==> src/rtl/icf_pkg.sv <==
package icf_pkg;
   localparam int unsigned CODE_W    = 4;
   localparam int unsigned MAX_SHIFT = 5;
   localparam int unsigned RUN_W     = 4;
   localparam int unsigned SHIFT_W   = 3;

   typedef enum logic [1:0] {
      FDIV_ONE     = 2'b00,
      FDIV_TWO     = 2'b01,
      FDIV_FOUR    = 2'b10,
      FDIV_ONE_ALT = 2'b11
   } fdiv_e;

   typedef struct packed {
      logic               bypass;
      logic [SHIFT_W-1:0] shift;  // 0: bus clock, s: filter clock / 2**s
      logic [RUN_W-1:0]   need;   // agreeing samples required
   } flt_cfg_t;

   function automatic flt_cfg_t decode_flt(input logic [CODE_W-1:0] code);
      flt_cfg_t c;
      c.bypass = 1'b0;
      c.shift  = '0;
      c.need   = RUN_W'(1);
      unique case (code)
         4'd0:  c.bypass = 1'b1;
         4'd1:  c.need = RUN_W'(2);
         4'd2:  c.need = RUN_W'(4);
         4'd3:  c.need = RUN_W'(8);
         4'd4:  begin c.shift = 3'd1; c.need = RUN_W'(6); end
         4'd5:  begin c.shift = 3'd1; c.need = RUN_W'(8); end
         4'd6:  begin c.shift = 3'd2; c.need = RUN_W'(6); end
         4'd7:  begin c.shift = 3'd2; c.need = RUN_W'(8); end
         4'd8:  begin c.shift = 3'd3; c.need = RUN_W'(6); end
         4'd9:  begin c.shift = 3'd3; c.need = RUN_W'(8); end
         4'd10: begin c.shift = 3'd4; c.need = RUN_W'(5); end
         4'd11: begin c.shift = 3'd4; c.need = RUN_W'(6); end
         4'd12: begin c.shift = 3'd4; c.need = RUN_W'(8); end
         4'd13: begin c.shift = 3'd5; c.need = RUN_W'(5); end
         4'd14: begin c.shift = 3'd5; c.need = RUN_W'(6); end
         default: begin c.shift = 3'd5; c.need = RUN_W'(8); end
      endcase
      return c;
   endfunction
endpackage

==> src/rtl/icf_rate_gen.sv <==
module icf_rate_gen
   import icf_pkg::*;
#(
   parameter int unsigned NSTRB = MAX_SHIFT + 1
) (
   input  logic             clk,
   input  logic             rst_n,
   input  logic [1:0]       div_sel,
   output logic [NSTRB-1:0] smp_en
);
   localparam int unsigned FCW = NSTRB - 1;

   if (NSTRB < 2) begin : g_bad_nstrb
      $error("icf_rate_gen: NSTRB must be at least 2");
   end

   logic [1:0]     pre_q;
   logic [FCW-1:0] fcnt_q;
   logic           fdts_en;

   always_comb begin
      unique case (fdiv_e'(div_sel))
         FDIV_TWO:  fdts_en = pre_q[0];
         FDIV_FOUR: fdts_en = &pre_q;
         default:   fdts_en = 1'b1;
      endcase
   end

   always_ff @(posedge clk or negedge rst_n) begin
      if (!rst_n) begin
         pre_q  <= '0;
         fcnt_q <= '0;
      end else begin
         pre_q <= pre_q + 2'd1;
         if (fdts_en) fcnt_q <= fcnt_q + FCW'(1);
      end
   end

   assign smp_en[0] = 1'b1;
   for (genvar k = 1; k < NSTRB; k++) begin : g_strb
      assign smp_en[k] = fdts_en & (&fcnt_q[k-1:0]);
   end
endmodule

==> src/rtl/icf_noise_filter.sv <==
module icf_noise_filter
   import icf_pkg::*;
#(
   parameter int unsigned SYNC_STAGES = 2,
   parameter int unsigned NSTRB       = MAX_SHIFT + 1
) (
   input  logic              clk,
   input  logic              rst_n,
   input  logic              raw_i,
   input  logic [CODE_W-1:0] code_i,
   input  logic [NSTRB-1:0]  smp_en_i,
   output logic              filt_o
);
   localparam int unsigned PADW = 1 << SHIFT_W;

   if (SYNC_STAGES < 2) begin : g_bad_sync
      $error("icf_noise_filter: SYNC_STAGES must be at least 2");
   end
   if (NSTRB > PADW) begin : g_bad_strb
      $error("icf_noise_filter: NSTRB exceeds shift range");
   end

   logic [SYNC_STAGES-1:0] sync_q;
   logic                   synced;
   flt_cfg_t               cfg;
   logic [PADW-1:0]        en_pad;
   logic                   smp;
   logic [RUN_W-1:0]       run_q;
   logic [RUN_W-1:0]       run_nxt;
   logic                   filt_q;

   always_ff @(posedge clk or negedge rst_n) begin
      if (!rst_n) sync_q <= '0;
      else        sync_q <= {sync_q[SYNC_STAGES-2:0], raw_i};
   end
   assign synced = sync_q[SYNC_STAGES-1];

   assign cfg     = decode_flt(code_i);
   assign en_pad  = PADW'(smp_en_i);
   assign smp     = en_pad[cfg.shift];
   assign run_nxt = run_q + RUN_W'(1);

   always_ff @(posedge clk or negedge rst_n) begin
      if (!rst_n) begin
         filt_q <= 1'b0;
         run_q  <= '0;
      end else if (cfg.bypass) begin
         filt_q <= synced;
         run_q  <= '0;
      end else if (smp) begin
         if (synced == filt_q) begin
            run_q <= '0;
         end else if (run_nxt >= cfg.need) begin
            filt_q <= synced;
            run_q  <= '0;
         end else begin
            run_q <= run_nxt;
         end
      end
   end

   assign filt_o = filt_q;
endmodule

==> src/rtl/icf_capture.sv <==
module icf_capture #(
   parameter int unsigned CW = 16
) (
   input  logic          clk,
   input  logic          rst_n,
   input  logic          filt_i,
   input  logic          fall_i,
   input  logic          clr_i,
   input  logic [CW-1:0] cnt_i,
   output logic [CW-1:0] cap_o,
   output logic          flag_o
);
   logic prev_q;
   logic hit;

   assign hit = fall_i ? (prev_q & ~filt_i) : (~prev_q & filt_i);

   always_ff @(posedge clk or negedge rst_n) begin
      if (!rst_n) begin
         prev_q <= 1'b0;
         cap_o  <= '0;
         flag_o <= 1'b0;
      end else begin
         prev_q <= filt_i;
         if (hit) begin
            cap_o  <= cnt_i;
            flag_o <= 1'b1;
         end else if (clr_i) begin
            flag_o <= 1'b0;
         end
      end
   end
endmodule

==> src/rtl/icf_capture_top.sv <==
module icf_capture_top
   import icf_pkg::*;
#(
   parameter int unsigned NCH         = 4,
   parameter int unsigned CW          = 16,
   parameter int unsigned SYNC_STAGES = 2
) (
   input  logic              clk,
   input  logic              rst_n,
   input  logic [NCH-1:0]    cap_in,
   input  logic [1:0]        div_sel,
   input  logic [NCH*4-1:0]  flt_code,
   input  logic [NCH-1:0]    edge_fall,
   input  logic [NCH-1:0]    irq_en,
   input  logic [NCH-1:0]    flag_clr,
   input  logic [CW-1:0]     cnt_val,
   output logic [NCH*CW-1:0] cap_val,
   output logic [NCH-1:0]    cap_flag,
   output logic              irq
);
   localparam int unsigned NSTRB = MAX_SHIFT + 1;

   if (NCH < 1) begin : g_bad_nch
      $error("icf_capture_top: NCH must be at least 1");
   end
   if (CW < 1) begin : g_bad_cw
      $error("icf_capture_top: CW must be at least 1");
   end
   if (CODE_W != 4) begin : g_bad_code
      $error("icf_capture_top: filter code must be 4 bits");
   end

   logic [NSTRB-1:0] smp_en;

   icf_rate_gen #(.NSTRB(NSTRB)) u_rate (
      .clk     (clk),
      .rst_n   (rst_n),
      .div_sel (div_sel),
      .smp_en  (smp_en)
   );

   for (genvar g = 0; g < NCH; g++) begin : g_ch
      logic filt;

      icf_noise_filter #(
         .SYNC_STAGES (SYNC_STAGES),
         .NSTRB       (NSTRB)
      ) u_flt (
         .clk      (clk),
         .rst_n    (rst_n),
         .raw_i    (cap_in[g]),
         .code_i   (flt_code[g*CODE_W +: CODE_W]),
         .smp_en_i (smp_en),
         .filt_o   (filt)
      );

      icf_capture #(.CW(CW)) u_cap (
         .clk    (clk),
         .rst_n  (rst_n),
         .filt_i (filt),
         .fall_i (edge_fall[g]),
         .clr_i  (flag_clr[g]),
         .cnt_i  (cnt_val),
         .cap_o  (cap_val[g*CW +: CW]),
         .flag_o (cap_flag[g])
      );
   end

   assign irq = |(cap_flag & irq_en);
endmodule

==> config.mk <==
export PLATFORM = sky130hd
export DESIGN_NAME = icf_capture_top
export DESIGN_NICKNAME = d
export VERILOG_FILES = /design/src/rtl/icf_pkg.sv /design/src/rtl/icf_rate_gen.sv /design/src/rtl/icf_noise_filter.sv /design/src/rtl/icf_capture.sv /design/src/rtl/icf_capture_top.sv
export SDC_FILE = /design/constraint.sdc
export NUM_CORES = 1
export LEC_CHECK = 0
export BUFFER_PORTS_ARGS = -buffer_cell sky130_fd_sc_hd__buf_2
export CAP_MARGIN = 5
export CORE_MARGIN = 5
export CORE_UTILIZATION = 40
export CTS_CLUSTER_SIZE = 28
export DETAILED_ROUTE_END_ITERATION = 8
export GPL_ROUTABILITY_DRIVEN = 0
export PLACE_DENSITY = 0.74
export SYNTH_ARGS = -nofsm -noshare
export SYNTH_HDL_FRONTEND = slang
export SYNTH_SLANG_ARGS = --single-unit
==> constraint.sdc <==
create_clock -name clk -period 2.3 [get_ports clk]
set_input_delay 0.46 -clock clk [delete_from_list [all_inputs] [get_ports clk]]
set_output_delay 0.46 -clock clk [all_outputs]
set_load 0.005 [all_outputs]
==> impl_metrics.env <==
export IMPL_status="complete, no violations"
export IMPL_synth_area_sq_um=5530
export IMPL_core_sq_um=13700
export IMPL_yosys_most_used_dff="dfrtp_1"
export IMPL_htree_levels=3
export IMPL_yosysMostFrequentCell="dfrtp_1"
export IMPL_grt_pass1_vias=4551
export IMPL_cp_top_family="compound AO/OA/AOI/OAI gates"
export IMPL_yosysTopAreaCellShare_pct=48.4
export IMPL_fill_cells=1241
export IMPL_gr_total_overflow=0
export IMPL_r2r_cells=7
export IMPL_die_h_microns=128
export IMPL_clockBufferDepth=2
export IMPL_powerDensity_nw_per_um2=1190
export IMPL_placed_area_sq_um=6730
export IMPL_synth_top_area_cell="dfrtp_1"
export IMPL_antenna_found_initial=0
export IMPL_syn_nets=566
export IMPL_total_power_mw=8.49
export IMPL_period_share_pct=96.8
export IMPL_critPathRequiredTime_ns=2.53
export IMPL_finalHoldViolCount=0
export IMPL_drive_above_1_share_pct=47.0
export IMPL_drt_wl_total_mm=13.1
export IMPL_fin_nets=731
export IMPL_area_growth_pct=28.7
export IMPL_insertedDiodeCount=0
export IMPL_stdcell_area_sq_um=7120
export IMPL_cp_depth=12
export IMPL_initial_core_util_pct=40.3
export IMPL_timing_fmax_mhz=449
export IMPL_synthDistinctLibCells=62
export IMPL_grt_max_degree=43
export IMPL_fin_cells=842
export IMPL_drv_slew=0
export IMPL_crit_arrival_ns=2.46
export IMPL_p_leak_nw=3.35
export IMPL_end_kind="register"
export IMPL_hp_class="input pin to async pin"
export IMPL_dieArea_sq_um=16300
export IMPL_r2r_setup_slack_ns=0.09
export IMPL_dr_pass1_iters=4
export IMPL_dp_hpwl_mm=9.98
export IMPL_drc=0
export IMPL_clock_sink_count=107
export IMPL_fin_tns_setup_ns=0
export IMPL_synth_common_cells="107 x dfrtp_1, 64 x mux2_2, 33 x nand2_1"
export IMPL_drt_iter0_markers=180
export IMPL_portBuffers=120
export IMPL_num_vias=4300
export IMPL_ys_seq_area_share_pct=48.4
export IMPL_synthCells=492
export IMPL_io_pin_count=121
export IMPL_path_clk_slew_ns=0.08
export IMPL_holdBufCountCts=0
export IMPL_dieWidth_microns=128
export IMPL_ys_ff_latch=107
export IMPL_r2r_end="g_ch[2].u_flt.filt_o"
export IMPL_finClkSkew_ns=0.0116
export IMPL_rows=43
export IMPL_cp_slowest_stage_delay_ns=0.32
export IMPL_async_flop_share_pct=100
export IMPL_wl_per_cell_microns=15.5
export IMPL_critPathMaxFanout=6
export IMPL_post_place_cells=825
export IMPL_antenna_left=0
export IMPL_grt_pass1_wl_mm=21.8
export IMPL_clockRootBuffer="clkbuf_16"
export IMPL_track_usage_pct=16.2
export IMPL_setup_viol=0
export IMPL_cts_tree="yes"
export IMPL_timing_rr_start="g_ch[2].u_flt.run_q[0]"
export IMPL_layout_min_cycle_time_ns=2.23
export IMPL_yosysWarnings=0
export IMPL_rsz0062_at_grt="yes"
export IMPL_insertion_delay_ns=0.35
export IMPL_peakVddDrop_v=0.000669
export IMPL_syn_mean_instance_area_sq_um=11.2
export IMPL_fin_hold_ws_ns=0.0913
export IMPL_cp_start_kind="input pin"
export IMPL_crit_chain="buf_2 > buf_4 > nand3_2 > nor2_1 > a31o_2 > ha_1 > nand2b_1 > a211oi_2 > nor3_1 > a211oi_2 > nor2_1 > mux2_4"
export IMPL_cp_slowest_cell="a211oi_2"
export IMPL_via_per_inst=5.11
export IMPL_numCtsBuffers=9
export IMPL_synthTopCellsByArea="dfrtp_1 48%, mux2_2 13%, ha_1 5.0%"
export IMPL_drv_cap=0
export IMPL_synth_edf_count=0
export IMPL_worst_pin_slew_ns=0.549
export IMPL_slew_headroom_pct=63.4
export IMPL_critPathBufInv=2
export IMPL_crit_type="input pin to register"
## area by class of cell
cell class	instances	area, sq um	share of cell area [%]
clock buffers	9	225	3.16
well taps	180	225	3.16
inverters	25	93.8	1.32
clock inverters	7	77.6	1.09
repair buffers	179	1060	14.9
multi-input cells	335	2760	38.8
flip-flops and latches	107	2680	37.6
## power breakdown
group	switching [mW]	internal [mW]	total, mW
clock	0.773	0.774	1.55
combinational	1.72	1.99	3.71
sequential	0.525	2.71	3.23
## layout by cell type (no fill, tap or decap), types with 5 or more instances in the layout
cell type and n:
nand2b_4 5, buf_4 59, xor2_1 14, nand3_1 19
o31ai_1 7, dfrtp_1 107, nor2_1 26, mux2_2 64
o21ai_0 7, a22oi_1 5, mux2_4 5, clkbuf_16 9
ha_1 22, nand2_1 33, nor3_1 7, o21ai_1 15
a21oi_2 9, a21oi_1 10, o21ai_2 5, inv_1 24
nand2b_1 10, buf_2 119
## repair_timing
action / CTS / global route
resized for setup: 0 / 15
setup endpoints to repair: 0 / 14
buffers inserted: 0 / 1
## per-layer routing
metal / share of wire [%] / wire [microns] / GRT usage, % / vias up
met4: 2.5 / 325 / 6.43 / 0
met5: 0 / 0 / 0 / -
met2: 54 / 7050 / 29.2 / 79
met1: 41 / 5330 / 19.6 / 2114
li1: - / - / - / 2083
met3: 2.9 / 376 / 2.34 / 24
## sequential cells by signal, summed over array words and instances (netlist names)
register           flops
g_ch.u_cap.cap_o      64
g_ch.u_flt.run_q      16
g_ch.u_flt.sync_q      8
u_rate.fcnt_q          5
g_ch.u_cap.flag_o      4
g_ch.u_cap.prev_q      4
g_ch.u_flt.filt_o      4
u_rate.pre_q           2
## per-stage QoR
step | setup slack, ns | util (%)
6_report | 0.0736 | 51.9
5_1_grt | -0.0214 | 51.9
4_1_cts | 0.00571 | 51.3
3_5_place_dp | -0.377 | 49.1
3_3_place_gp | -0.254 | 49.1
2_1_floorplan | -0.130 | -
## worst max-delay path by stage
stage	start	to	slack, ns
6_report	flt_code[12]	g_ch[3].u_flt.filt_o	0.07
3_5_place_dp	flt_code[15]	g_ch[3].u_flt.run_q[2]	-0.38
4_1_cts	flt_code[15]	g_ch[3].u_flt.run_q[2]	0.006
5_1_grt	flt_code[15]	g_ch[3].u_flt.filt_o	-0.02
2_1_floorplan	flt_code[13]	g_ch[3].u_flt.filt_o	-0.13
3_3_place_gp	flt_code[12]	g_ch[3].u_flt.filt_o	-0.25
## logic make-up (layout without fill, tap and decap cells)
logic type | after synthesis | count (layout) | share of synthesized area (%)
and+or+nand+nor | 123 | 123 | 11.2
adders and majority gates | 22 | 22 | 4.98
muxes | 72 | 72 | 14.9
AOI/OAI and AO/OA | 99 | 99 | 13.2
xor gates and xnor gates | 19 | 19 | 3.01
buffers and inverters | 50 | 220 | 4.25
DFF | 107 | 107 | 48.4
Power figures use the tool's default switching activity.
